==> config.mk <==
export PLATFORM = sky130hd
export DESIGN_NAME = fp32_subtractor
export DESIGN_NICKNAME = d
export VERILOG_FILES = /design/src/rtl/fpsub_pkg.sv /design/src/rtl/fpsub_classify.sv /design/src/rtl/fpsub_special.sv /design/src/rtl/fpsub_core.sv /design/src/rtl/fp32_subtractor.sv
export SDC_FILE = /design/constraint.sdc
export NUM_CORES = 1
export LEC_CHECK = 0
export ABC_AREA = 1
export ABC_CLOCK_PERIOD_IN_PS = 14500
export BUFFER_PORTS_ARGS = -buffer_cell sky130_fd_sc_hd__buf_4
export CAP_MARGIN = 10
export CELL_PAD_IN_SITES_DETAIL_PLACEMENT = 1
export CELL_PAD_IN_SITES_GLOBAL_PLACEMENT = 1
export CORE_UTILIZATION = 40
export DETAILED_ROUTE_END_ITERATION = 6
export PLACE_DENSITY = 0.81
export SLEW_MARGIN = 20
export SYNTH_ARGS = -nofsm -noshare
export SYNTH_HDL_FRONTEND = slang
export SYNTH_SLANG_ARGS = --single-unit
==> constraint.sdc <==
create_clock -name clk -period 14.5 [get_ports clk]
set_clock_uncertainty 0.2 [all_clocks]
set_input_delay 0 -clock clk [delete_from_list [all_inputs] [get_ports clk]]
set_output_delay 0 -clock clk [all_outputs]
set_load 0.02 [all_outputs]
==> src/rtl/fpsub_pkg.sv <==
// Shared definitions for the single-precision subtractor.
// Assumes the standard 1/8/23 binary layout as the default geometry.
package fpsub_pkg;

    localparam int FP_EXP_W  = 8;
    localparam int FP_FRAC_W = 23;

    // Operand classes produced by the classifier
    typedef enum logic [2:0] {
        CL_ZERO  = 3'd0,
        CL_SUB   = 3'd1,
        CL_NORM  = 3'd2,
        CL_INF   = 3'd3,
        CL_QNAN  = 3'd4,
        CL_SNAN  = 3'd5
    } fp_class_e;

    // Rounding-mode encoding seen on the rnd_mode port
    typedef enum logic [1:0] {
        RM_NEAREST = 2'd0,
        RM_ZERO    = 2'd1,
        RM_UP      = 2'd2,
        RM_DOWN    = 2'd3
    } rnd_mode_e;

endpackage

==> src/rtl/fpsub_classify.sv <==
// Operand classifier.
// Splits one packed operand into sign, effective exponent and significand,
// and reports its class. A subnormal gets effective exponent 1 and no hidden
// bit, so the arithmetic path can treat it like a normal value.
module fpsub_classify
    import fpsub_pkg::*;
#(
    parameter int EXP_W  = FP_EXP_W,
    parameter int FRAC_W = FP_FRAC_W,
    localparam int W     = 1 + EXP_W + FRAC_W,
    localparam int SIG_W = FRAC_W + 1
) (
    input  logic [W-1:0]     operand,
    output fp_class_e        cls,
    output logic             sign,
    output logic [EXP_W-1:0] eff_exp,
    output logic [SIG_W-1:0] sig
);

    logic [EXP_W-1:0]  exp_field;
    logic [FRAC_W-1:0] frac_field;
    logic              exp_zero;
    logic              exp_ones;

    // Field extraction and class decision
    always_comb begin
        sign       = operand[W-1];
        exp_field  = operand[W-2:FRAC_W];
        frac_field = operand[FRAC_W-1:0];
        exp_zero   = (exp_field == '0);
        exp_ones   = (exp_field == '1);
        eff_exp    = exp_zero ? EXP_W'(1) : exp_field;
        sig        = {~exp_zero, frac_field};
        if (exp_ones) begin
            if (frac_field == '0)          cls = CL_INF;
            else if (frac_field[FRAC_W-1]) cls = CL_QNAN;
            else                           cls = CL_SNAN;
        end else if (exp_zero) begin
            cls = (frac_field == '0) ? CL_ZERO : CL_SUB;
        end else begin
            cls = CL_NORM;
        end
    end

endmodule

==> src/rtl/fpsub_special.sv <==
// Special-operand resolver.
// Applies the fixed priority over class pairs (signaling NaN, quiet NaN,
// infinity, zero) and says whether the arithmetic path is bypassed.
// Assumes the classes come from fpsub_classify on the same operands.
module fpsub_special
    import fpsub_pkg::*;
#(
    parameter int EXP_W  = FP_EXP_W,
    parameter int FRAC_W = FP_FRAC_W,
    localparam int W     = 1 + EXP_W + FRAC_W
) (
    input  logic [W-1:0] val_x,
    input  logic [W-1:0] val_y,
    input  fp_class_e    cls_x,
    input  fp_class_e    cls_y,
    input  logic [1:0]   rnd_mode,
    output logic         bypass,
    output logic [W-1:0] bypass_val,
    output logic         bypass_invalid
);

    localparam logic [W-1:0] QUIET_BIT   = W'(1) << (FRAC_W - 1);
    localparam logic [W-1:0] DEFAULT_NAN = {1'b0, {EXP_W{1'b1}}, 1'b1, {(FRAC_W-1){1'b0}}};

    logic sx, sy;
    logic x_zero, y_zero;

    // Priority decision over the class pair
    always_comb begin
        sx             = val_x[W-1];
        sy             = val_y[W-1];
        x_zero         = (cls_x == CL_ZERO);
        y_zero         = (cls_y == CL_ZERO);
        bypass         = 1'b1;
        bypass_val     = val_x;
        bypass_invalid = 1'b0;
        if (cls_x == CL_SNAN) begin
            bypass_val     = val_x | QUIET_BIT;
            bypass_invalid = 1'b1;
        end else if (cls_y == CL_SNAN) begin
            bypass_val     = val_y | QUIET_BIT;
            bypass_invalid = 1'b1;
        end else if (cls_x == CL_QNAN) begin
            bypass_val = val_x;
        end else if (cls_y == CL_QNAN) begin
            bypass_val = val_y;
        end else if (cls_x == CL_INF && cls_y == CL_INF) begin
            if (sx == sy) begin
                bypass_val     = DEFAULT_NAN;
                bypass_invalid = 1'b1;
            end else begin
                bypass_val = val_x;
            end
        end else if (cls_y == CL_INF) begin
            bypass_val = {~sy, {EXP_W{1'b1}}, {FRAC_W{1'b0}}};
        end else if (cls_x == CL_INF) begin
            bypass_val = val_x;
        end else if (x_zero && y_zero) begin
            if (sx != sy) bypass_val = val_x;
            else          bypass_val = {(rnd_mode == RM_DOWN), {(W-1){1'b0}}};
        end else if (x_zero) begin
            bypass_val = {~sy, val_y[W-2:0]};
        end else if (y_zero) begin
            bypass_val = val_x;
        end else begin
            bypass = 1'b0;
        end
    end

endmodule

==> src/rtl/fpsub_core.sv <==
// Arithmetic path for finite nonzero operands.
// Inverts the sign of y, aligns with a sticky right shift, adds or
// subtracts magnitudes, normalizes, rounds and packs the result.
// Assumes both effective exponents are at least 1 (subnormals arrive with
// exponent 1 and no hidden bit).
module fpsub_core
    import fpsub_pkg::*;
#(
    parameter int EXP_W  = FP_EXP_W,
    parameter int FRAC_W = FP_FRAC_W,
    localparam int W     = 1 + EXP_W + FRAC_W,
    localparam int SIG_W = FRAC_W + 1,
    localparam int EXT_W = SIG_W + 3,
    localparam int SUM_W = EXT_W + 1,
    localparam int EI_W  = EXP_W + 2,
    localparam int LZ_W  = $clog2(EXT_W + 1)
) (
    input  logic             x_sign,
    input  logic [EXP_W-1:0] x_exp,
    input  logic [SIG_W-1:0] x_sig,
    input  logic             y_sign,
    input  logic [EXP_W-1:0] y_exp,
    input  logic [SIG_W-1:0] y_sig,
    input  logic [1:0]       rnd_mode,
    output logic [W-1:0]     core_val,
    output logic             core_overflow,
    output logic             core_underflow,
    output logic             core_inexact
);

    localparam logic [EI_W-1:0] EXP_LIMIT = EI_W'((1 << EXP_W) - 1);

    // Right shift that folds every lost bit into bit 0
    function automatic logic [EXT_W-1:0] shr_sticky(input logic [EXT_W-1:0] v,
                                                    input logic [EXP_W-1:0] amt);
        logic [EXT_W-1:0] kept;
        logic [EXT_W-1:0] lost_mask;
        if (int'(amt) >= EXT_W) begin
            shr_sticky = {{(EXT_W-1){1'b0}}, |v};
        end else begin
            kept       = v >> amt;
            lost_mask  = ~({EXT_W{1'b1}} << amt);
            kept[0]    = kept[0] | (|(v & lost_mask));
            shr_sticky = kept;
        end
    endfunction

    // Leading-zero count over the extended significand
    function automatic logic [LZ_W-1:0] lead_zeros(input logic [EXT_W-1:0] v);
        logic [LZ_W-1:0] n;
        n = LZ_W'(EXT_W);
        for (int i = 0; i < EXT_W; i++) begin
            if (v[i]) n = LZ_W'(EXT_W - 1 - i);
        end
        lead_zeros = n;
    endfunction

    logic             y_eff, eff_sub, swap, res_sign;
    logic [EXP_W-1:0] big_exp, small_exp, exp_gap;
    logic [SIG_W-1:0] big_sig, small_sig;
    logic [EXT_W-1:0] big_ext, small_al, norm;
    logic [SUM_W-1:0] raw_sum;
    logic [EI_W-1:0]  work_exp, room, shamt;
    logic [LZ_W-1:0]  lz;
    logic             guard, rest, inexact, tiny, round_up, to_inf, ovf;
    logic [SIG_W:0]   rounded;
    logic [SIG_W-1:0] mant;
    logic [EXP_W-1:0] exp_field;

    // Operand ordering and alignment
    always_comb begin
        y_eff     = ~y_sign;
        eff_sub   = x_sign ^ y_eff;
        swap      = (y_exp > x_exp) || ((y_exp == x_exp) && (y_sig > x_sig));
        res_sign  = swap ? y_eff : x_sign;
        big_exp   = swap ? y_exp : x_exp;
        big_sig   = swap ? y_sig : x_sig;
        small_exp = swap ? x_exp : y_exp;
        small_sig = swap ? x_sig : y_sig;
        exp_gap   = big_exp - small_exp;
        big_ext   = {big_sig, 3'b000};
        small_al  = shr_sticky({small_sig, 3'b000}, exp_gap);
        raw_sum   = eff_sub ? ({1'b0, big_ext} - {1'b0, small_al})
                            : ({1'b0, big_ext} + {1'b0, small_al});
    end

    // Normalization: carry right shift, or left shift bounded by exponent 1
    always_comb begin
        work_exp = {2'b00, big_exp};
        lz       = lead_zeros(raw_sum[EXT_W-1:0]);
        room     = work_exp - EI_W'(1);
        shamt    = '0;
        if (raw_sum[SUM_W-1]) begin
            norm     = {raw_sum[SUM_W-1:2], |raw_sum[1:0]};
            work_exp = work_exp + EI_W'(1);
        end else begin
            shamt    = (EI_W'(lz) > room) ? room : EI_W'(lz);
            norm     = raw_sum[EXT_W-1:0] << shamt;
            work_exp = work_exp - shamt;
        end
    end

    // Rounding and packing
    always_comb begin
        guard   = norm[2];
        rest    = |norm[1:0];
        inexact = guard | rest;
        tiny    = ~norm[EXT_W-1];
        unique case (rnd_mode)
            RM_NEAREST: round_up = guard & (rest | norm[3]);
            RM_ZERO:    round_up = 1'b0;
            RM_UP:      round_up = ~res_sign & inexact;
            default:    round_up = res_sign & inexact;
        endcase
        rounded = {1'b0, norm[EXT_W-1:3]} + (SIG_W+1)'(round_up);
        if (rounded[SIG_W]) begin
            mant = rounded[SIG_W:1];
            ovf  = (work_exp + EI_W'(1)) >= EXP_LIMIT;
            exp_field = EXP_W'(work_exp + EI_W'(1));
        end else begin
            mant = rounded[SIG_W-1:0];
            ovf  = work_exp >= EXP_LIMIT;
            exp_field = mant[SIG_W-1] ? work_exp[EXP_W-1:0] : '0;
        end
        to_inf = (rnd_mode == RM_NEAREST) || ((rnd_mode == RM_UP) && !res_sign)
               || ((rnd_mode == RM_DOWN) && res_sign);
        core_overflow  = 1'b0;
        core_underflow = 1'b0;
        core_inexact   = 1'b0;
        if (raw_sum == '0) begin
            core_val = {(rnd_mode == RM_DOWN), {(W-1){1'b0}}};
        end else if (ovf) begin
            core_overflow = 1'b1;
            core_inexact  = 1'b1;
            core_val = to_inf ? {res_sign, {EXP_W{1'b1}}, {FRAC_W{1'b0}}}
                              : {res_sign, {(EXP_W-1){1'b1}}, 1'b0, {FRAC_W{1'b1}}};
        end else begin
            core_inexact   = inexact;
            core_underflow = tiny & inexact;
            core_val       = {res_sign, exp_field, mant[FRAC_W-1:0]};
        end
    end

endmodule

==> src/rtl/fp32_subtractor.sv <==
// Top of the single-precision subtractor: classifies both operands,
// chooses between the special-case resolver and the arithmetic path,
// and registers the difference and flags one cycle after the strobe.
// Assumes rst_n is synchronous and active low.
module fp32_subtractor
    import fpsub_pkg::*;
#(
    parameter int EXP_W  = FP_EXP_W,
    parameter int FRAC_W = FP_FRAC_W,
    localparam int W     = 1 + EXP_W + FRAC_W,
    localparam int SIG_W = FRAC_W + 1
) (
    input  logic         clk,
    input  logic         rst_n,
    input  logic         op_valid,
    input  logic [W-1:0] op_x,
    input  logic [W-1:0] op_y,
    input  logic [1:0]   rnd_mode,
    output logic         res_valid,
    output logic [W-1:0] diff_out,
    output logic         flag_invalid,
    output logic         flag_overflow,
    output logic         flag_underflow,
    output logic         flag_inexact
);

    logic [1:0][W-1:0]     ops;
    fp_class_e             cls     [2];
    logic [1:0]            signs;
    logic [1:0][EXP_W-1:0] exps;
    logic [1:0][SIG_W-1:0] sigs;

    assign ops[0] = op_x;
    assign ops[1] = op_y;

    // One classifier per operand
    for (genvar g = 0; g < 2; g++) begin : g_cls
        fpsub_classify #(.EXP_W(EXP_W), .FRAC_W(FRAC_W)) u_cls (
            .operand (ops[g]),
            .cls     (cls[g]),
            .sign    (signs[g]),
            .eff_exp (exps[g]),
            .sig     (sigs[g])
        );
    end

    logic         sp_bypass, sp_invalid;
    logic [W-1:0] sp_val;

    fpsub_special #(.EXP_W(EXP_W), .FRAC_W(FRAC_W)) u_special (
        .val_x          (op_x),
        .val_y          (op_y),
        .cls_x          (cls[0]),
        .cls_y          (cls[1]),
        .rnd_mode       (rnd_mode),
        .bypass         (sp_bypass),
        .bypass_val     (sp_val),
        .bypass_invalid (sp_invalid)
    );

    logic [W-1:0] ar_val;
    logic         ar_ovf, ar_unf, ar_inx;

    fpsub_core #(.EXP_W(EXP_W), .FRAC_W(FRAC_W)) u_core (
        .x_sign         (signs[0]),
        .x_exp          (exps[0]),
        .x_sig          (sigs[0]),
        .y_sign         (signs[1]),
        .y_exp          (exps[1]),
        .y_sig          (sigs[1]),
        .rnd_mode       (rnd_mode),
        .core_val       (ar_val),
        .core_overflow  (ar_ovf),
        .core_underflow (ar_unf),
        .core_inexact   (ar_inx)
    );

    // Output register: capture on strobe, hold otherwise
    always_ff @(posedge clk) begin
        if (!rst_n) begin
            res_valid      <= 1'b0;
            diff_out       <= '0;
            flag_invalid   <= 1'b0;
            flag_overflow  <= 1'b0;
            flag_underflow <= 1'b0;
            flag_inexact   <= 1'b0;
        end else begin
            res_valid <= op_valid;
            if (op_valid) begin
                diff_out       <= sp_bypass ? sp_val : ar_val;
                flag_invalid   <= sp_bypass & sp_invalid;
                flag_overflow  <= ~sp_bypass & ar_ovf;
                flag_underflow <= ~sp_bypass & ar_unf;
                flag_inexact   <= ~sp_bypass & ar_inx;
            end
        end
    end

    AST_VALID_FOLLOWS: assert property (@(posedge clk) disable iff (!rst_n)
        op_valid |=> res_valid);
    AST_IDLE_HOLD: assert property (@(posedge clk) disable iff (!rst_n)
        !op_valid |=> (!res_valid && $stable(diff_out)));
    AST_SNAN_X_QUIETED: assert property (@(posedge clk) disable iff (!rst_n)
        (op_valid && op_x[W-2:FRAC_W] == '1 && !op_x[FRAC_W-1] && op_x[FRAC_W-2:0] != '0)
        |=> (flag_invalid && diff_out == ($past(op_x) | (W'(1) << (FRAC_W-1)))));
    AST_QNAN_X_PASSES: assert property (@(posedge clk) disable iff (!rst_n)
        (op_valid && op_x[W-2:FRAC_W] == '1 && op_x[FRAC_W-1]
         && !(op_y[W-2:FRAC_W] == '1 && !op_y[FRAC_W-1] && op_y[FRAC_W-2:0] != '0))
        |=> (!flag_invalid && diff_out == $past(op_x)));
    AST_OVF_INEXACT: assert property (@(posedge clk) disable iff (!rst_n)
        flag_overflow |-> flag_inexact);
    AST_UNF_INEXACT: assert property (@(posedge clk) disable iff (!rst_n)
        flag_underflow |-> flag_inexact);

endmodule

==> results_dict.tcl, run 1 <==
set metrics [dict create \
    status "complete, no violations" \
    critPathRequiredTime_ns 14.50 \
    totalWireLength_um 65800 \
    cts.path.max_buffers 2 \
    slowest_stage "ha_1" \
    io_buffer_count 105 \
    ant_nets 0 \
    grt_pass1_vias 17600 \
    p_leak_nw 7.38 \
    cts.htree.levels 2 \
    grt.busiest_layer "met2" \
    die_height_um 184 \
    layout_commonest_cell "nand2_1" \
    via_count 18000 \
    drv_cap 0 \
    finalHoldViolCount 0 \
    yosys.area.top_type_share_pct 18.0 \
    use_met2_pct 61.4 \
    rows 66 \
    async_flop_share_pct 0 \
    grt_max_degree 67 \
    first_pass_iters 6 \
    synth_nets 2634 \
    drc 0 \
    dieWidth_um 184 \
    max_slew.worst_pin.slew_ns 0.998 \
    cp_num_buf_inv 8 \
    grt_overflow 0 \
    stdcell_count 2958 \
    area_growth_pct 11.6 \
    antenna_found_initial 2 \
    grt_pass1_wl_um 98800 \
    postSynthRegisterBits 37 \
    synthesis.area_mm2 0.0132 \
    worstHoldPathType "in -> reg" \
    synthCells 2463 \
    max_slew_margin_pct 33.0 \
    start_util_pct 40.6 \
    layout.area.seq_um2 741 \
    fill_cells 4742 \
    grt_use_met3_pct 3.49 \
    cts_buffers 5 \
    dp.final_hpwl_um 52600 \
    critPathMaxFanout 31 \
    gp_congestion 1.01 \
    crit_type "in -> reg" \
    io_pins 106 \
    synth-edff-count 0 \
    cp-end-kind "flip-flop" \
    fin_crit_ns 13.47 \
    cts.sinks 37 \
    power.density_mw_per_mm2 139 \
    ctsRootBufferMaster "clkbuf_16" \
    yosys.cell_types.count 66 \
    synth-seq-area-share_pct 5.62 \
    worstSkewPairLatency_ns 0.29 \
    drt_iter0_drc 1611 \
    setup_viol 0 \
    startpoint_type "input port" \
    ir_worst_vdd_mv 0.0974 \
    crit_family "simple AND/OR/NAND/NOR gates" \
    cp_common_cell "nand2_1" \
    fin_crit_sh_pct 92.9 \
    finalMaxSlewViolations 0 \
    multi_input_area_mm2 0.0109 \
    setup_slack_ns 1.03 \
    fmax_mhz 74.2 \
    preCtsSetupSlack_ns -0.295 \
    worst_path_largest_cell_delay_ns 0.38 \
    synth_area_per_cell_um2 5.35 \
    yosysWarnings 0 \
    cts_tree "built" \
    yosys.area.top_type "nand2_1" \
    drive_above_1_share_pct 11.5 \
    placed_cell_area_mm2 0.0141 \
    fin_nets 2684 \
    mostFrequentLayoutCells "nand2_1 (629), nand3_1 (371), inv_1 (275), o21ai_0 (183), nor2_1 (172)" \
    design_area_mm2 0.0147 \
    grt_use_total_pct 37.5 \
    placed_cells 2916 \
    cp.arrival_ns 13.48 \
    fin_setup_tns_ns 0 \
    grt.met1_usage_pct 50.5 \
    core_mm2 0.0325 \
    clk_pin_slew_ns 0.06 \
    avgRoutedWirePerCell_um 22.3 \
    rrSetupSlack_ns 13.07 \
    synthTopCellsByArea "nand2_1 (18%), nand3_1 (14%), ha_1 (9.5%)" \
    fp.dieArea_mm2 0.0337 \
    synth-main-ff-cell "dfxtp_1" \
    viasPerCell 6.08 \
]
==> cell usage after synthesis, types with 8 or more instances <==
master and number:
nor3_1 31, or2_2 9, nand2_1 632, nand4_1 66, nor4_1 24, buf_4 10, o21ai_2 10, clkbuf_1 58
o21ai_1 42, buf_2 32, o22ai_1 13, nor2_2 10, ha_1 100, dfxtp_1 37, xor2_1 33, nand3_1 372
xnor2_1 13, o221ai_1 12, inv_2 25, nand3_2 9, inv_1 276, a31oi_1 9, nor2_1 174, clkinv_1 12
nand2_2 18, a21oi_1 138, a22oi_1 9, a21o_1 8, o21ai_0 185
==> layout make-up <==
type	instances	area share, %
multi-input cells	2005	74.1
inverters	315	8.19
repair buffers	149	7.73
flip-flops and latches	37	5.04
well taps	442	3.76
clock buffers	5	0.851
clock inverters	3	0.315
diodes	2	0.0340
==> state kept, by name, indices dropped and copies added (netlist names) <==
signal and flops:
res_valid 1, flag_invalid 1, flag_overflow 1, flag_inexact 1
flag_underflow 1, diff_out 32
==> logic make-up after synthesis <==
family          after synthesis  share of synthesized area, %
flops                        37                          5.62
xor+xnor                     53                          3.92
fa+ha+maj                   102                          9.80
simple gates               1370                          47.0
buf+inv                     426                          13.1
compound gates              475                          20.6
==> path summary, 6_finish.rpt <==
check                                   start  depth (start not counted)                           to
setup / recovery                     op_y[30]                         90    diff_out[27]$_SDFFE_PN0P_
hold / removal                        op_x[5]                          5     diff_out[5]$_SDFFE_PN0P_
hold reg to reg   flag_underflow$_SDFFE_PN0P_                          2  flag_underflow$_SDFFE_PN0P_
setup reg to reg    diff_out[31]$_SDFFE_PN0P_                          3    diff_out[31]$_SDFFE_PN0P_
==> where the power goes <==
part / total (mW) / switching [mW] / internal, mW
Sequential: 0.156 / 0.0273 / 0.128
Clock: 0.127 / 0.0458 / 0.0814
Combinational: 1.76 / 1.25 / 0.510
Total: 2.04 / 1.32 / 0.720
==> metrics by stage <==
stage               hold WS, ns  util (%)  power [mW]
finish                   0.0364      45.3        2.04
global route             0.0733      45.3        2.19
CTS                      0.0293      44.2        1.94
detailed placement        0.120      43.5        1.80
global placement          0.113      43.5        1.77
floorplan               -0.0331         -        1.27
==> routing by layer <==
| layer | vias up | share of wire [%] |
|---|---|---|
| met1 | 8694 | 44 |
| met2 | 760 | 45 |
| li1 | 8395 | - |
| met4 | 0 | 4.1 |
| met5 | - | 0 |
| met3 | 131 | 7.6 |
==> worst register-to-register path, stage by stage (launching register included) <==
cell and delay (ns):
dfxtp_1 0.35, o21ai_0 0.08, a31oi_1 0.17, dlygate4sd3_1 0.57
==> what timing repair did <==
action                                  4_1_cts  5_1_grt
cloned                                        0        5
endpoints found under the setup margin       12       34
hold buffers                                  3        0
hold endpoints to repair                     20        0
buffers inserted                              0       24
pin swaps                                     0       11
gates resized for setup                       1       34
Note: power is estimated with default switching activity, not from simulation.
==> run 2: changes to the inputs <==
--- a/config.mk
+++ b/config.mk
@@ -5,7 +5,6 @@
 export SDC_FILE = /design/constraint.sdc
 export NUM_CORES = 1
 export LEC_CHECK = 0
-export ABC_AREA = 1
 export ABC_CLOCK_PERIOD_IN_PS = 14500
 export BUFFER_PORTS_ARGS = -buffer_cell sky130_fd_sc_hd__buf_4
 export CAP_MARGIN = 10
@@ -13,7 +12,8 @@
 export CELL_PAD_IN_SITES_GLOBAL_PLACEMENT = 1
 export CORE_UTILIZATION = 40
 export DETAILED_ROUTE_END_ITERATION = 6
-export PLACE_DENSITY = 0.81
+export GPL_TIMING_DRIVEN = 0
+export PLACE_DENSITY = 0.77
 export SLEW_MARGIN = 20
 export SYNTH_ARGS = -nofsm -noshare
 export SYNTH_HDL_FRONTEND = slang
==> results_dict.tcl, run 2 <==
set metrics [dict create \
    viasPerCell 6.93 \
    met3_length_um 6580 \
    dp.final_hpwl_um 64100 \
    dr.max_layer_used "met5" \
    cp_num_buf_inv 10 \
    yosysWarnings 0 \
    reg2reg_to "diff_out[23]$_SDFFE_PN0P_" \
    grt_use_total_pct 42.3 \
    wl_met2_um 36900 \
    fmax_mhz 69.3 \
    yosys.area.top_type_share_pct 8.66 \
    async_flop_share_pct 0 \
    totalWireLength_um 82300 \
    grt_pass1_vias 18900 \
    grt_overflow 0 \
    drt_iter0_drc 2067 \
    start_util_pct 40.6 \
    synth_most_common_cell "nand2_1" \
    clk_pin_slew_ns 0.06 \
    core_mm2 0.0356 \
    r2r-start "diff_out[23]$_SDFFE_PN0P_" \
    yosys.area.top_type "ha_1" \
    worstHoldPathType "in -> reg" \
    mostFrequentLayoutCells "nand2_1 (228), buf_4 (206), a21oi_1 (200), nor2_1 (181), o21ai_0 (128)" \
    cts.htree.levels 2 \
    setup_viol 0 \
    hold_start "op_x[2]" \
    synth_nets 2337 \
    gp_congestion 1.04 \
    synth-main-ff-cell "dfxtp_1" \
    finalHoldViolCount 0 \
    max_slew.worst_pin.slew_ns 1.22 \
    power_mw 2.20 \
    p_leak_nw 7.34 \
    fin_crit_sh_pct 99.6 \
    antenna_found_initial 1 \
    hold-path-cell-count 4 \
    avgRoutedWirePerCell_um 29.1 \
    crit_type "in -> reg" \
    status "complete, no violations" \
    synthTopCellsByCount "nand2_1 (232), a21oi_1 (219), nor2_1 (192)" \
    synthCells 2166 \
    m1WireLength_um 33400 \
    drc 0 \
    ant_nets 0 \
    postSynthRegisterBits 37 \
    cts.sinks 37 \
    worst_path_largest_cell_delay_ns 0.57 \
    critPathMaxFanout 10 \
    fin_nets 2538 \
    diodes 0 \
    area_growth_pct 23.8 \
    largest_register "diff_out" \
    finalMaxSlewViolations 0 \
    rrSetupSlack_ns 13.21 \
    drv_cap 0 \
    cts.path.max_buffers 2 \
    setup_slack_ns 0.0650 \
    cts_buffers 5 \
    max_slew_margin_pct 16.2 \
    cp-end-kind "flip-flop" \
    slowest_stage "or4_4" \
    rows 69 \
    layout_commonest_cell "nand2_1" \
    preCtsSetupSlack_ns -4.40 \
    via_count 19600 \
    first_pass_iters 6 \
    cp.arrival_ns 14.46 \
    die_height_um 192 \
    reg2reg_depth 4 \
    synthTopCellsByArea "ha_1 (8.7%), a21oi_1 (7.6%), nand2_1 (6.0%)" \
    io_pins 106 \
    largest_register_ff_count 32 \
    whs_endpoint "diff_out[2]$_SDFFE_PN0P_" \
    grt_pass1_wl_um 118000 \
    fin_crit_ns 14.44 \
    grt_max_degree 14 \
    crit_family "compound AO/OA/AOI/OAI gates" \
    critPathRequiredTime_ns 14.53 \
    cts_tree "built" \
    ctsRootBufferMaster "clkbuf_16" \
    ir_worst_vdd_mv 0.0765 \
    power.density_mw_per_mm2 123 \
    synth-seq-area-share_pct 5.13 \
    synthesis.area_mm2 0.0144 \
    yosys.cell_types.count 128 \
    drive_above_1_share_pct 22.7 \
    startpoint_type "input port" \
    synth-edff-count 0 \
    synth_area_per_cell_um2 6.67 \
    dieWidth_um 192 \
    fp.dieArea_mm2 0.0369 \
    worstSkewPairLatency_ns 0.28 \
    io_buffer_count 103 \
]
## run 2: changes by cell type in the layout (fill, tap and decap cells not counted), moves of 27 or more
| cell | previous run | this run |
|---|---|---|
| nand2_1 | 629 | 228 |
| nand3_1 | 371 | 75 |
| inv_1 | 275 | 103 |
| clkbuf_1 | 0 | 73 |
| a21oi_1 | 137 | 200 |
| buf_4 | 144 | 206 |
| mux2i_1 | 0 | 55 |
| o21ai_0 | 183 | 128 |
| o211ai_1 | 5 | 39 |
| a211oi_1 | 3 | 35 |
| nand4_1 | 66 | 34 |
| and3_1 | 0 | 27 |
## run 2: cell type report
| class | instances | area, um2 |
|---|---|---|
| plain buffers | 138 | 797 |
| clock buffers | 5 | 125 |
| clock inverters | 3 | 68.8 |
| fillers | 4641 | 17700 |
| inverters | 112 | 432 |
| multi-input cells | 1876 | 13600 |
| flip-flops and latches | 37 | 741 |
| well taps | 461 | 577 |
| repair buffers | 197 | 1540 |
## run 2: what timing repair did
action	4_1_cts	5_1_grt
gates resized for setup	123	160
hold buffers	0	0
buffers inserted	39	55
endpoints found under the setup margin	34	34
endpoints found under the hold margin	0	0
cloned	1	0
pin swaps	28	66
## run 2: where the power goes
group,internal (mW),total (mW),switching [mW]
clock network,0.0992,0.146,0.0466
logic,0.658,1.91,1.25
registers,0.121,0.139,0.0184
total,0.878,2.20,1.32
## run 2: metrics by stage
step / TNS [ns] / util, % / hold slack [ns] / instances / area (um2)
after floorplan: 0 / - / 0.0626 / 2166 / 14400
after global placement: -133.82 / 44.4 / 0.226 / 2730 / 15800
after detailed placement: -142.74 / 44.5 / 0.237 / 2730 / 15800
after CTS: 0 / 47.3 / 0.0257 / 2775 / 16800
after global routing: -4.60 / 50.3 / 0.0587 / 2829 / 17900
final: 0 / 50.3 / 0.0445 / 2829 / 17900
## run 2: routing by layer
| metal | vias up | track usage, % |
|---|---|---|
| met5 | - | 0 |
| met4 | 2 | 22.3 |
| met3 | 319 | 5.90 |
| met2 | 1126 | 68.4 |
| met1 | 9615 | 54.2 |
| li1 | 8545 | - |
## run 2: logic make-up (layout without fill, tap and decap cells)
kind of cell / after synthesis / after routing / synth area share (%)
fa+ha+maj: 102 / 102 / 8.94
flops: 37 / 37 / 5.13
mux: 84 / 84 / 6.84
simple gates: 831 / 831 / 28.9
buf+inv: 254 / 455 / 7.52
xor+xnor: 59 / 59 / 3.63
compound gates: 799 / 800 / 39.0
## run 2: worst max-delay path by stage
| stage | slack, ns | cells past startpoint | endpoint | from |
|---|---|---|---|---|
| 2_1_floorplan | 0.35 | 69 | diff_out[4]$_SDFFE_PN0P_ | op_y[27] |
| 3_3_place_gp | -4.13 | 71 | diff_out[11]$_SDFFE_PN0P_ | op_y[27] |
| 3_5_place_dp | -4.40 | 72 | diff_out[11]$_SDFFE_PN0P_ | op_y[27] |
| 4_1_cts | 0.0006 | 76 | diff_out[0]$_SDFFE_PN0P_ | op_y[27] |
| 5_1_grt | -0.27 | 71 | diff_out[23]$_SDFFE_PN0P_ | op_y[27] |
| 6_report | 0.06 | 72 | diff_out[23]$_SDFFE_PN0P_ | op_y[27] |
## run 2: worst min-delay path: stages
cell and delay (ns):
buf_4 0.14, a22o_1 0.15, a21oi_1 0.07, a21oi_1 0.13
